### src/rtl/adcfix_pkg.sv
package adcfix_pkg;

    // Left shift applied to the code of stage k (k = 0 is the coarsest stage)
    function automatic int stage_shift(input int stages, input int code_w, input int k);
        return (stages - 1 - k) * (code_w - 1);
    endfunction

    // Width of the corrected word
    function automatic int out_width(input int stages, input int code_w);
        return (stages - 1) * (code_w - 1) + code_w;
    endfunction

    // Centring offset: each redundant stage is shifted by half its nominal span
    function automatic int mid_offset(input int stages, input int code_w);
        int acc;
        acc = 0;
        for (int k = 1; k < stages; k++) begin
            acc += (1 << (code_w - 2)) << stage_shift(stages, code_w, k);
        end
        return acc;
    endfunction

endpackage

### src/rtl/code_delay.sv
module code_delay #(
    parameter int W     = 4,
    parameter int DEPTH = 1
) (
    input  logic         clk,
    input  logic         rst,
    input  logic [W-1:0] din,
    output logic [W-1:0] dout
);

    typedef struct packed {
        logic [DEPTH-1:0][W-1:0] line;
    } delay_t;

    delay_t st_d, st_q;

    always_comb begin
        st_d = st_q;
        st_d.line[0] = din;
        for (int i = 1; i < DEPTH; i++) begin
            st_d.line[i] = st_q.line[i-1];
        end
    end

    always_ff @(posedge clk) begin
        if (rst) begin
            st_q <= '0;
        end else begin
            st_q <= st_d;
        end
    end

    assign dout = st_q.line[DEPTH-1];

endmodule

### src/rtl/overlap_adder.sv
module overlap_adder #(
    parameter int STAGES = 3,
    parameter int CODE_W = 4,
    parameter int OUT_W  = 10
) (
    input  logic [STAGES-1:0][CODE_W-1:0] aligned,
    output logic [OUT_W-1:0]              word
);
    import adcfix_pkg::*;

    localparam int SUM_W = OUT_W + 2;
    localparam logic signed [SUM_W-1:0] OFS   = SUM_W'(mid_offset(STAGES, CODE_W));
    localparam logic signed [SUM_W-1:0] TOP_V = SUM_W'((1 << OUT_W) - 1);

    logic signed [SUM_W-1:0] acc;

    always_comb begin
        acc = -OFS;
        for (int k = 0; k < STAGES; k++) begin
            acc = acc + (SUM_W'(aligned[k]) << stage_shift(STAGES, CODE_W, k));
        end
        if (acc[SUM_W-1]) begin
            word = '0;
        end else if (acc > TOP_V) begin
            word = '1;
        end else begin
            word = acc[OUT_W-1:0];
        end
    end

endmodule

### src/rtl/fill_tracker.sv
module fill_tracker #(
    parameter int STAGES = 3
) (
    input  logic clk,
    input  logic rst,
    output logic filled
);

    localparam int CNT_W = (STAGES > 2) ? $clog2(STAGES) : 1;

    typedef struct packed {
        logic [CNT_W-1:0] cnt;
        logic             valid;
    } fill_t;

    fill_t st_d, st_q;

    always_comb begin
        st_d = st_q;
        if (!st_q.valid) begin
            st_d.cnt   = st_q.cnt + 1'b1;
            st_d.valid = (st_q.cnt == CNT_W'(STAGES - 1));
        end
    end

    always_ff @(posedge clk) begin
        if (rst) begin
            st_q <= '0;
        end else begin
            st_q <= st_d;
        end
    end

    assign filled = st_q.valid;

endmodule

### src/rtl/pipe_adc_fix.sv
module pipe_adc_fix #(
    parameter int STAGES = 3,
    parameter int CODE_W = 4
) (
    input  logic                                       clk,
    input  logic                                       rst,
    input  logic [STAGES*CODE_W-1:0]                   raw_codes,
    output logic [(STAGES-1)*(CODE_W-1)+CODE_W-1:0]    word_out,
    output logic                                       word_valid
);
    import adcfix_pkg::*;

    localparam int OUT_W = out_width(STAGES, CODE_W);

    typedef struct packed {
        logic [OUT_W-1:0] word;
    } out_t;

    logic [STAGES-1:0][CODE_W-1:0] aligned;
    logic [OUT_W-1:0]              corrected;
    out_t                          out_d, out_q;

    // Stage k waits STAGES-1-k clocks so all codes of one sample meet
    for (genvar k = 0; k < STAGES; k++) begin : g_align
        if (k == STAGES - 1) begin : g_direct
            assign aligned[k] = raw_codes[k*CODE_W +: CODE_W];
        end else begin : g_delayed
            code_delay #(
                .W     (CODE_W),
                .DEPTH (STAGES - 1 - k)
            ) delay_i (
                .clk  (clk),
                .rst  (rst),
                .din  (raw_codes[k*CODE_W +: CODE_W]),
                .dout (aligned[k])
            );
        end
    end

    overlap_adder #(
        .STAGES (STAGES),
        .CODE_W (CODE_W),
        .OUT_W  (OUT_W)
    ) adder_i (
        .aligned (aligned),
        .word    (corrected)
    );

    fill_tracker #(
        .STAGES (STAGES)
    ) fill_i (
        .clk    (clk),
        .rst    (rst),
        .filled (word_valid)
    );

    always_comb begin
        out_d      = out_q;
        out_d.word = corrected;
    end

    always_ff @(posedge clk) begin
        if (rst) begin
            out_q <= '0;
        end else begin
            out_q <= out_d;
        end
    end

    assign word_out = out_q.word;

endmodule

### config.mk
export PLATFORM = sky130hd
export DESIGN_NAME = pipe_adc_fix
export DESIGN_NICKNAME = d
export VERILOG_FILES = /design/src/rtl/adcfix_pkg.sv /design/src/rtl/code_delay.sv /design/src/rtl/overlap_adder.sv /design/src/rtl/fill_tracker.sv /design/src/rtl/pipe_adc_fix.sv
export SDC_FILE = /design/constraint.sdc
export NUM_CORES = 1
export LEC_CHECK = 0
export BUFFER_PORTS_ARGS = -buffer_cell sky130_fd_sc_hd__buf_2
export CAP_MARGIN = 20
export CORE_MARGIN = 3
export CORE_UTILIZATION = 38
export DETAILED_ROUTE_END_ITERATION = 6
export HOLD_SLACK_MARGIN = 0.12
export PLACE_DENSITY = 0.58
export SLEW_MARGIN = 40
export SYNTH_ARGS = -nofsm -noshare
export SYNTH_HDL_FRONTEND = slang
export SYNTH_SLANG_ARGS = --single-unit
export TNS_END_PERCENT = 1
### constraint.sdc
create_clock -name clk -period 3.02 [get_ports clk]
set_clock_uncertainty 0.1 [all_clocks]
set_input_delay 0.453 -clock clk [delete_from_list [all_inputs] [get_ports clk]]
set_output_delay 0.453 -clock clk [all_outputs]
set_load 0.02 [all_outputs]
==> metrics.txt <==
status=complete, no violations; Max Fanout on Critical Path=10; DRC errors left=0; Root Driver=clkbuf_4; Final Util=47.4%; Reg clk slew, reported paths=140 ps; RSZ-0062 raised after global routing=no; Worst IR Drop VDD=0.230 mV; worst reg-to-reg path cell count=10; Req. time, crit path=3120 ps; FF+latch count, synth=25; Final GP Congestion=0.783; Initial Util=40.7%; Setup violations, final=0; clk_lat worst skew=330 ps; CTS sink count=25; row count=19; synthesized net count=139; Fillers=278; die area=3730 um2; routed wire length=1760 um; most common cell after layout, fill and taps aside=dfxtp_1; Die W=61.1 um; syn_area_per_cell=10.3 um2; Iteration-0 DRC Markers=8; Max transition margin=64.4%; IO Port Bufs=24; max-slew violations=0; Synth Flop Type=dfxtp_1; Routed WL per cell=10.4 um; Post-synth EDFFs=0; setup ws final=703 ps; Yosys Warn Count=0; Worst Path Arrival=2420 ps; start of the worst register-to-register path=g_align[1].g_delayed.delay_i.dout[0]$_SDFF_PP0_; vias in the first global route=736; post-CTS sizing=0; leak pwr=0.617 nW; Setup crit start kind=flop; Worst R2R Setup Slack=700 ps; die height=61.1 um; layout cells sized above 1=23.7%; Cell Pwr Density=558 nW/um2; Max clock buf depth=2; postcts setup bufs=0; CP Capture Type=flop; CTS HTree Levels=1; Yosys top cell by area=dfxtp_1; Worst Tran Pin Value=530 ps; total global-route track usage=11.4%; post-synth cell types=26; Mapped Area=1150 um2; first-pass GRT wire length=3070 um; ys async rst share=0%; Period minus WS final=2320 ps; most frequent cells in the layout=25 x dfxtp_1, 24 x buf_2, 16 x inv_1; Final HPWL DP=1330 um; HP Class=in -> reg; dpl ws=499 ps; post-route clock period utilization=76.7%; vias per std cell=4.80; via count=816; Hold Buf Count CTS=0; Inserted Clock Buffers=3; CTS tree=done; Crit. Startpoint=g_align[1].g_delayed.delay_i.dout[0]$_SDFF_PP0_; Fmax achieved=432 MHz; initial antenna violation count=0; share of Yosys cell area claimed by the top area cell type=43.4%; max cap viols=0; top cells by area, synth=dfxtp_1 43%, ha_1 13%, nor2b_1 7.1%; NumNets Final=167; # IOs=25; post-route ant nets=0; remaining global-route overflow=0; Antenna Diode Count=0; setup_tns=0 ps; worst r2r dst=word_out[7]$_SDFF_PP0_; Layout area overhead=16.4%; Mapped Cells=112; Pre-antenna DRT Iters=4; core area=2830 um2; Critical path destination=word_out[7]$_SDFF_PP0_; Seq/Total Area, Yosys=43.4%; largest net degree at the start of global routing=26; final hold violations=0; CP Class=reg -> reg
synthesized netlist by cell type, types with 2 or more instances:
master,count
dfxtp_1,25
inv_1,16
nor2b_1,13
ha_1,12
a211oi_1,10
nor2_1,6
a21oi_1,5
xnor2_1,4
a21o_1,2
clkbuf_1,2
xor2_1,2
state kept, by name, indices dropped and copies added (netlist names):
register / count
word_out: 10
g_align.g_delayed.delay_i.dout: 8
g_align.g_delayed.delay_i.st_d: 4
fill_i.st_q: 2
fill_i.filled: 1
layout make-up:
cell class,count,area [um2],share of cell area (%)
multi-input cells,69,584,43.6
flip-flops and latches,25,500,37.3
repair buffers,25,128,9.51
inverters,16,60.1,4.48
well taps,31,38.8,2.89
clock buffers,3,22.5,1.68
clock inverters,1,7.51,0.560
routing by layer:
layer  global-route usage [%]  up-vias  wire length [um]  part of all wire, %
met5                        0        -                 0                    0
met4                     6.50        0                45                  2.6
met3                     3.14        5               126                  7.2
met2                     19.0       22               800                   45
met1                     12.9      360               790                   45
li1                         -      429                 -                    -
power breakdown:
part           switching [W]  internal, W
Sequential         0.0000184     0.000370
Combinational       0.000119    0.0000886
Clock               0.000102    0.0000507
worst min-delay path by stage:
stage	startpoint	end	slack, ps	cells past startpoint
2_1_floorplan	g_align[0].g_delayed.delay_i.st_d[4]$_SDFF_PP0_	g_align[0].g_delayed.delay_i.dout[0]$_SDFF_PP0_	310	1
3_3_place_gp	g_align[0].g_delayed.delay_i.st_d[4]$_SDFF_PP0_	g_align[0].g_delayed.delay_i.dout[0]$_SDFF_PP0_	320	1
3_5_place_dp	g_align[0].g_delayed.delay_i.st_d[7]$_SDFF_PP0_	g_align[0].g_delayed.delay_i.dout[3]$_SDFF_PP0_	330	1
4_1_cts	raw_codes[1]	g_align[0].g_delayed.delay_i.st_d[5]$_SDFF_PP0_	210	2
5_1_grt	raw_codes[0]	g_align[0].g_delayed.delay_i.st_d[4]$_SDFF_PP0_	210	2
6_report	raw_codes[1]	g_align[0].g_delayed.delay_i.st_d[5]$_SDFF_PP0_	220	2
stage by stage:
stage	total power (W)	area [um2]	hold slack, ps	std cells
floorplan	0.000550	1150	314	112
global placement	0.000600	1310	316	166
detailed placement	0.000606	1310	330	166
CTS	0.000762	1340	214	170
global route	0.000807	1340	215	170
finish	0.000749	1340	221	170
worst max-delay path, cell delays in order, from the launching register on:
cell and delay [ps]:
dfxtp_1 330, inv_1 30, ha_1 250, inv_1 50, ha_1 210, fa_1 410
a21oi_1 190, o21ai_0 160, a21boi_1 200, buf_4 190, a211oi_1 60
cell families after synthesis:
group / synth area share (%)
XOR/XNOR: 4.56
flip-flops: 43.4
AO/OA/AOI/OAI: 16.4
AND/OR/NAND/NOR: 15.0
adder cells (fa/ha/maj): 14.8
buffers and inverters: 5.86
Power figures use the tool's default switching activity.
